File: src/rtl/trap_arith_pkg.sv
package trap_arith_pkg;

  typedef enum logic [2:0] {
    OP_ADD   = 3'd0,
    OP_ADDU  = 3'd1,
    OP_ADDI  = 3'd2,
    OP_ADDIU = 3'd3,
    OP_SUB   = 3'd4,
    OP_SUBU  = 3'd5,
    OP_SLT   = 3'd6,
    OP_SLTU  = 3'd7
  } arith_op_e;

  typedef struct packed {
    logic use_imm;      // second addend comes from the immediate
    logic negate;       // invert second addend, carry in one
    logic may_trap;     // overflow raises an exception
    logic is_cmp;       // result is a single comparison bit
    logic cmp_unsigned; // comparison reads carry instead of sign
  } op_ctrl_t;

  function automatic op_ctrl_t decode_op(arith_op_e op);
    op_ctrl_t c;
    c = '0;
    unique case (op)
      OP_ADD:   c.may_trap = 1'b1;
      OP_ADDU:  c = '0;
      OP_ADDI:  begin c.use_imm = 1'b1; c.may_trap = 1'b1; end
      OP_ADDIU: c.use_imm = 1'b1;
      OP_SUB:   begin c.negate = 1'b1; c.may_trap = 1'b1; end
      OP_SUBU:  c.negate = 1'b1;
      OP_SLT:   begin c.negate = 1'b1; c.is_cmp = 1'b1; end
      OP_SLTU:  begin c.negate = 1'b1; c.is_cmp = 1'b1; c.cmp_unsigned = 1'b1; end
      default:  c = '0;
    endcase
    return c;
  endfunction

endpackage

File: src/rtl/addend_select.sv
module addend_select #(
  parameter int W     = 32,
  parameter int IMM_W = 16
) (
  input  logic [W-1:0]     reg_b,
  input  logic [IMM_W-1:0] imm,
  input  logic             use_imm,
  input  logic             negate,
  output logic [W-1:0]     addend,
  output logic             carry_in
);
  localparam int EXT_W = W - IMM_W;

  logic [W-1:0] imm_ext;
  logic [W-1:0] raw_b;

  // replicate the immediate's top bit into the upper field
  generate
    if (EXT_W > 0) begin : g_ext
      assign imm_ext = {{EXT_W{imm[IMM_W-1]}}, imm};
    end else begin : g_noext
      assign imm_ext = imm[W-1:0];
    end
  endgenerate

  always_comb begin
    raw_b    = use_imm ? imm_ext : reg_b;
    addend   = negate ? ~raw_b : raw_b;
    carry_in = negate;
  end
endmodule

File: src/rtl/shared_adder.sv
module shared_adder #(
  parameter int W = 32
) (
  input  logic [W-1:0] a,
  input  logic [W-1:0] b,
  input  logic         cin,
  output logic [W-1:0] sum,
  output logic         cout
);
  logic [W:0] carry;

  assign carry[0] = cin;

  generate
    for (genvar i = 0; i < W; i++) begin : g_bit
      assign sum[i]     = a[i] ^ b[i] ^ carry[i];
      assign carry[i+1] = (a[i] & b[i]) | (carry[i] & (a[i] ^ b[i]));
    end
  endgenerate

  assign cout = carry[W];
endmodule

File: src/rtl/flag_eval.sv
module flag_eval (
  input  logic a_msb,
  input  logic b_msb,     // sign of the addend actually fed to the adder
  input  logic sum_msb,
  input  logic cout,
  input  logic cmp_unsigned,
  output logic ovf_raw,
  output logic less
);
  logic lt_signed;
  logic lt_unsigned;

  always_comb begin
    ovf_raw     = (a_msb == b_msb) && (sum_msb != a_msb);
    lt_signed   = sum_msb ^ ovf_raw;
    lt_unsigned = ~cout;
    less        = cmp_unsigned ? lt_unsigned : lt_signed;
  end
endmodule

File: src/rtl/trap_arith_unit.sv
module trap_arith_unit
  import trap_arith_pkg::*;
#(
  parameter int          W           = 32,
  parameter int          IMM_W       = 16,
  parameter logic [W-1:0] TRAP_VECTOR = 32'h8000_0180
) (
  input  logic             clk,
  input  logic             rst_n,
  input  logic             op_valid,
  input  logic [2:0]       op_code,
  input  logic [W-1:0]     src_a,
  input  logic [W-1:0]     src_b,
  input  logic [IMM_W-1:0] imm16,
  input  logic [W-1:0]     inst_addr,
  output logic [W-1:0]     result,
  output logic             reg_we,
  output logic             ovf_trap,
  output logic [W-1:0]     trap_target,
  output logic [W-1:0]     epc_q
);
  localparam int MSB = W - 1;

  arith_op_e    op;
  op_ctrl_t     ctrl;
  logic [W-1:0] addend;
  logic         cin;
  logic [W-1:0] sum;
  logic         cout;
  logic         ovf_raw;
  logic         less;

  assign op   = arith_op_e'(op_code);
  assign ctrl = decode_op(op);

  addend_select #(.W(W), .IMM_W(IMM_W)) u_sel (
    .reg_b    (src_b),
    .imm      (imm16),
    .use_imm  (ctrl.use_imm),
    .negate   (ctrl.negate),
    .addend   (addend),
    .carry_in (cin)
  );

  shared_adder #(.W(W)) u_add (
    .a    (src_a),
    .b    (addend),
    .cin  (cin),
    .sum  (sum),
    .cout (cout)
  );

  flag_eval u_flags (
    .a_msb        (src_a[MSB]),
    .b_msb        (addend[MSB]),
    .sum_msb      (sum[MSB]),
    .cout         (cout),
    .cmp_unsigned (ctrl.cmp_unsigned),
    .ovf_raw      (ovf_raw),
    .less         (less)
  );

  always_comb begin
    result      = ctrl.is_cmp ? {{(W-1){1'b0}}, less} : sum;
    ovf_trap    = op_valid & ctrl.may_trap & ovf_raw;
    reg_we      = op_valid & ~ovf_trap;
    trap_target = TRAP_VECTOR;
  end

  always_ff @(posedge clk or negedge rst_n) begin
    if (!rst_n)        epc_q <= '0;
    else if (ovf_trap) epc_q <= inst_addr;
  end

  // exception only under a valid strobe, and never with a write
  assert_trap_needs_valid_R9: assert property (@(posedge clk) disable iff (!rst_n)
    ovf_trap |-> op_valid);
  assert_no_write_on_trap_R9: assert property (@(posedge clk) disable iff (!rst_n)
    ovf_trap |-> !reg_we);
  // non-trapping arithmetic forms stay silent
  assert_quiet_unsigned_R6: assert property (@(posedge clk) disable iff (!rst_n)
    (op_valid && (op == OP_ADDU || op == OP_ADDIU || op == OP_SUBU)) |-> !ovf_trap);
  // comparisons never trap and clear the upper bits
  assert_cmp_no_trap_R7: assert property (@(posedge clk) disable iff (!rst_n)
    (op_valid && (op == OP_SLT || op == OP_SLTU)) |-> !ovf_trap);
  assert_cmp_upper_zero_R7: assert property (@(posedge clk) disable iff (!rst_n)
    (op == OP_SLT || op == OP_SLTU) |-> (result[W-1:1] == '0));
  // opposite-sign addition cannot overflow
  assert_add_mixed_sign_R4: assert property (@(posedge clk) disable iff (!rst_n)
    (op == OP_ADD && src_a[MSB] != src_b[MSB]) |-> !ovf_trap);
  // equal-sign subtraction cannot overflow
  assert_sub_same_sign_R5: assert property (@(posedge clk) disable iff (!rst_n)
    (op == OP_SUB && src_a[MSB] == src_b[MSB]) |-> !ovf_trap);
  // saved address loads on a trap, holds otherwise
  assert_epc_load_R10: assert property (@(posedge clk) disable iff (!rst_n)
    ovf_trap |=> (epc_q == $past(inst_addr)));
  assert_epc_hold_R10: assert property (@(posedge clk) disable iff (!rst_n)
    !ovf_trap |=> $stable(epc_q));
endmodule

File: config.mk
export PLATFORM = sky130hd
export DESIGN_NAME = trap_arith_unit
export DESIGN_NICKNAME = d
export VERILOG_FILES = /design/src/rtl/trap_arith_pkg.sv /design/src/rtl/addend_select.sv /design/src/rtl/shared_adder.sv /design/src/rtl/flag_eval.sv /design/src/rtl/trap_arith_unit.sv
export SDC_FILE = /design/constraint.sdc
export NUM_CORES = 1
export LEC_CHECK = 0
export ABC_CLOCK_PERIOD_IN_PS = 19650
export BUFFER_PORTS_ARGS = -buffer_cell sky130_fd_sc_hd__buf_2
export CAP_MARGIN = 20
export CORE_AREA = 2 2 73 128
export CTS_CLUSTER_SIZE = 16
export DETAILED_ROUTE_END_ITERATION = 7
export DIE_AREA = 0 0 75 130
export HOLD_SLACK_MARGIN = 0.03
export PLACE_DENSITY = 0.8
export SLEW_MARGIN = 10
export SYNTH_ARGS = -nofsm -noshare
export SYNTH_HDL_FRONTEND = slang
export SYNTH_SLANG_ARGS = --single-unit
File: constraint.sdc
create_clock -name clk -period 19.65 [get_ports clk]
set_input_delay 3.93 -clock clk [delete_from_list [all_inputs] [get_ports clk]]
set_output_delay 3.93 -clock clk [all_outputs]
set_load 0.005 [all_outputs]
# Word level (Yosys, flattened, before mapping)
# Index checks and enable logic that the tools add are counted.
[totals] inputBits=118 regBits=32 ramBits=0 wordCells=191 out_inout_bits=98 n_memories=0 rom_bits=0 latchBits=0
[op_classes] add_sub_neg=0 order_cmp=0 muxes=9 div=0 n_mul=0 reduce_logical=6 eq_ne=8 n_bitwise=167 shift=0
[op_table] operator="2-to-1 mux 32 bit" n=3
[op_table] operator="bitwise AND 1 bit" n=67
[op_table] operator="bitwise XOR 1 bit" n=65
[op_table] operator="inverter 32 bit" n=1
[op_table] operator="bitwise OR 1 bit" n=32
[op_table] operator="equality test 3 bit, second input constant" n=4
[op_table] operator="equality test 3 x 2 -> 1 bit, second input constant" n=2
[op_table] operator="2-to-1 mux 1 bit" n=6
[op_table] operator="OR reduction 2 bit" n=2
[op_table] operator="OR reduction 4 bit" n=1
[op_table] operator="logical NOT 3 bit" n=1
[op_table] operator="OR reduction 3 bit" n=1
[op_table] operator="inverter 1 bit" n=2
[op_table] operator="equality test 1 bit" n=1
[op_table] operator="logical AND 1 bit" n=1
[op_table] operator="!= test 1 bit" n=1

# Depth between registers and ports, before layout
[depth] ltp_word=75 depth_mapped=41 mapped_depth_nobuf=38

# Hierarchy
# A second synthesis with hierarchy kept.
[unflattened] cells_unflattened=267 area_unflattened_um2=3279.4
[modules_own_cells] module="trap_arith_unit" instances=1 area_per_inst_um2=1850.5 seq_area_each_um2=800.8 cells_per_inst=143
[modules_own_cells] module="addend_select" instances=1 area_per_inst_um2=711.9 seq_area_each_um2=0.0 cells_per_inst=75
[modules_own_cells] module="shared_adder" instances=1 area_per_inst_um2=678.2 seq_area_each_um2=0.0 cells_per_inst=42
[modules_own_cells] module="flag_eval" instances=1 area_per_inst_um2=38.8 seq_area_each_um2=0.0 cells_per_inst=7

# Least setup slack after synthesis
# Ideal clock, no wire load.
[synth_timing] path_kind="input to output" startpoint="input op_code[2]" endpoint="output reg_we" path_stages=41 setup_slack_ps=-1113 t_arrival_ps=16833 path_buffers=3 cell_sequence="buf_2 -> nor2_1 -> buf_2 -> a22oi_1 -> o21ai_0 -> fa_1 -> fa_1 -> fa_1 -> fa_1 -> fa_1 -> fa_1 -> fa_1 -> fa_1 -> fa_1 -> fa_1 -> fa_1 -> fa_1 -> fa_1 -> [5 not listed] -> fa_1 -> fa_1 -> fa_1 -> fa_1 -> fa_1 -> fa_1 -> fa_1 -> fa_1 -> fa_1 -> fa_1 -> inv_1 -> fa_1 -> fa_1 -> fa_1 -> xnor2_2 -> nand4_4 -> buf_6 -> and2_1"
[synth_via] elab_chain_cells=75 elab_cells_between_ends=149 cone_classes="eq/ne: 8; mux: 5; bitwise: 131; reduce/logical: 5"
[synth_rtl] item="start, declared" line_no="trap_arith_unit.sv:11" source="input logic [2:0] op_code,"
[synth_rtl] item="equality test 3 x 2 -> 1 bit" line_no="trap_arith_pkg.sv:25" source="unique case (op)"
[synth_rtl] item="OR reduction 2 bit (no line)"
[synth_rtl] item="2-to-1 mux 1 bit" line_no="trap_arith_pkg.sv:25"
[synth_rtl] item="2-to-1 mux 32 bit" line_no="addend_select.sv:27" source="raw_b = use_imm ? imm_ext : reg_b;"
[synth_rtl] item="inverter 32 bit" line_no="addend_select.sv:28" source="addend = negate ? ~raw_b : raw_b;"
[synth_rtl] item="2-to-1 mux 32 bit" line_no="addend_select.sv:28"
[synth_rtl] item="bitwise XOR 1 bit" line_no="shared_adder.sv:17" source="assign carry[i+1] = (a[i] & b[i]) | (carry[i] & (a[i] ^ b[i]));"
[synth_rtl] item="bitwise AND 1 bit" line_no="shared_adder.sv:17"
[synth_rtl] item="[59 not listed]"
[synth_rtl] item="bitwise AND 1 bit" line_no="shared_adder.sv:17"
[synth_rtl] item="bitwise OR 1 bit" line_no="shared_adder.sv:17"
[synth_rtl] item="bitwise XOR 1 bit" line_no="shared_adder.sv:16" source="assign sum[i] = a[i] ^ b[i] ^ carry[i];"
[synth_rtl] item="!= test 1 bit" line_no="flag_eval.sv:14" source="ovf_raw = (a_msb == b_msb) && (sum_msb != a_msb);"
[synth_rtl] item="logical AND 1 bit" line_no="flag_eval.sv:14"
[synth_rtl] item="bitwise AND 1 bit (*)" line_no="trap_arith_unit.sv:65" source="ovf_trap = op_valid & ctrl.may_trap & ovf_raw;"
[synth_rtl] item="inverter 1 bit (*)" line_no="trap_arith_unit.sv:66" source="reg_we = op_valid & ~ovf_trap;"
[synth_rtl] item="bitwise AND 1 bit (*)" line_no="trap_arith_unit.sv:66"
[synth_rtl] item="end, declared" line_no="trap_arith_unit.sv:17" source="output logic reg_we,"
# Mark *: on every way between the ends. The rest lies on a longest branch, timed or not.

# Worst setup path after layout
[layout_timing] startpoint="input op_code[1]" endpoint="output reg_we"
# Same word-level chain as after synthesis.

==> results.cfg <==
[clock_tree]
path_clk_slew_ns = 0.05
clockRootBuffer = clkbuf_16
hold_buffers = 0
clk_latency_ns = 0.27
clkSinkCount = 32
h-tree-depth = 2
clock_path_buffers = 2
numCtsBuffers = 5
cts_tree = yes

[logic_synthesis]
synth.area.top_cells = dfrtp_1, fa_1, mux2_4
yosysTopAreaCellShare_pct = 26.7
yosys_most_used_dff = dfrtp_1
avgSynthCellArea_sq_um = 11.1
yosys.area.top_type = dfrtp_1
synth_edf_count = 0
synth-seq-cells = 32
synthArstFlopShare_pct = 100
synth_seq_area_share_pct = 26.7
syn_area_sq_um = 2990
syn_inst = 269
ys_top_cells_by_count = buf_4, dfrtp_1, fa_1
yosys_warnings = 0
yosysUniqueCellTypes = 27

[placement]
gp_congestion = 0.859
dp_hpwl_um = 6920
portBuffers = 183
dpl_worst_slack_ns = -0.211

[sta]
setup_viol = 2
tightest_slew_ns = 0.768
final_max_slew_viol_count = 0
finalCritPeriodShare_pct = 101
rsz0062_at_grt = yes
fin_crit_ns = 19.75
hold_slack_ns = 0.502
slew_headroom_pct = 48.6
setup_slack_ns = -0.0999
finClkSkew_ns = 0
hold_violations = 0
fmax_ghz = 0.0506

[floorplan]
die_y_um = 130
die_width_um = 75
num_rows = 46
start_util_pct = 34.0
core_area_sq_um = 8810
pin_count = 216
die_area_sq_um = 9750

[worst_setup_path]
cp-end-kind = output pin
crit_path_top_delay_cell = fa_2
crit_family = adder cells
start_kind = primary input
worst_ep_required_time_ns = 15.72
path_common_cell = fa_2
crit_arrival_ns = 15.82
crit_buf_inv = 4
critical_path_class = primary input to output pin
slowest_delay_ns = 0.47
path_max_fanout = 6

[routing]
dr.pass1.iters = 4
vias = 2657
drc = 0
wire_per_inst_um = 14.8
vias_per_cell = 4.59
antenna_left = 0
drtIter0Drc = 66
routed_wl_um = 8540

[layout]
top_register = epc_q
diodes = 0
fill_cells = 780
final_nets = 608
drive_gt1_share_pct = 62.1
largest_register_ffs = 32
area_growth_pct = 42.8
reg.largest.list = epc_q: 32 flops

[global_routing]
grt_pass1_vias = 2715
grtUsageTotal_pct = 17.1
antenna_found_initial = 0
grt_pass1_wl_um = 12700
grt_start_max_net_pins = 33
grt_overflow = 0

[run]
drv_cap = 0

[outcome]
violations = negative setup slack
status = finished, violations left

[pwr]
ir_drop_mv = 0.0730
powerDensity_nw_per_um2 = 87.0
power_leakage_nw = 2.17

[worst_hold_path]
hp-class = flop to flop
-- where the power goes --
part | internal [mW] | switching (mW) | total [mW]
Sequential | 0.0995 | 0.0189 | 0.118
Clock | 0.0503 | 0.0244 | 0.0747
Combinational | 0.109 | 0.0698 | 0.179
-- cells in the final DEF (no fill, tap or decap), drive strengths merged, types with 2 or more instances in the layout --
cell	Yosys	routed
clkbuf	8	8
dfrtp	32	32
mux2	35	35
inv	7	7
nor2	5	5
o211ai	15	15
buf	41	201
nor2b	2	2
a22oi	14	14
and2	29	29
nand2b	2	2
fa	31	31
a21oi	5	5
conb	2	32
nand2	16	16
o21ai	17	17
-- final timing paths --
kind / slack (ns) / startpoint / cells past startpoint / end
worst max-delay path: -0.1 / op_code[1] / 41 / reg_we
worst min-delay path: 0.50 / epc_q[21]$_DFFE_PN0P_ / 1 / epc_q[21]$_DFFE_PN0P_
worst min register to register: 0.50 / epc_q[21]$_DFFE_PN0P_ / 1 / epc_q[21]$_DFFE_PN0P_
worst max register to register: 18.87 / epc_q[6]$_DFFE_PN0P_ / 1 / epc_q[6]$_DFFE_PN0P_
max in group asynchronous: 15.52 / rst_n / 1 / epc_q[12]$_DFFE_PN0P_
min in group asynchronous: 3.70 / rst_n / 1 / epc_q[22]$_DFFE_PN0P_
-- area by class of cell --
type                            instances  area, sq um  share of cell area, %
Multi-Input combinational cell        211         2060                   48.2
Timing Repair Buffer                  201         1090                   25.5
Sequential cell                        32          801                   18.7
Tap cell                              120          150                   3.51
Clock buffer                            8          146                   3.42
Inverter                                7         26.3                  0.614
-- kinds of logic after synthesis --
family / Yosys count / share of synthesized area, %
adder cells (fa/ha/maj): 32 / 21.1
AND/OR/NAND/NOR: 56 / 10.5
other: 2 / 0.251
buffers and inverters: 56 / 12.0
flip-flops: 32 / 26.7
AO/OA/AOI/OAI: 54 / 11.8
XOR/XNOR: 1 / 0.543
multiplexers: 36 / 17.0
-- layer usage --
layer | GRT usage (%) | share of wire [%] | vias up
met2 | 31.2 | 52 | 185
met5 | 0 | 0 | -
met4 | 8.72 | 2.8 | 0
met3 | 3.86 | 10 | 22
met1 | 17.7 | 34 | 1222
li1 | - | - | 1228
-- per-stage QoR --
| step | total power, mW | TNS (ns) | area, sq um | instances | util [%] |
|---|---|---|---|---|---|
| after global placement | 0.287 | -0.197 | 4010 | 565 | 45.5 |
| after CTS | 0.373 | -0.232 | 4220 | 575 | 47.9 |
| after floorplan | 0.217 | -0.0407 | 3200 | 299 | - |
| final | 0.372 | -0.198 | 4280 | 579 | 48.6 |
| after detailed placement | 0.294 | -0.422 | 4010 | 565 | 45.5 |
| after global routing | 0.402 | -0.986 | 4280 | 579 | 48.6 |
-- timing repair --
item / in CTS / in global routing
pin swaps: 3 / 1
gates resized for setup: 14 / 8
setup endpoints to repair: 2 / 4
gates cloned: 0 / 0
setup buffers: 2 / 4
No activity file was read; power rests on OpenSTA's default activity.
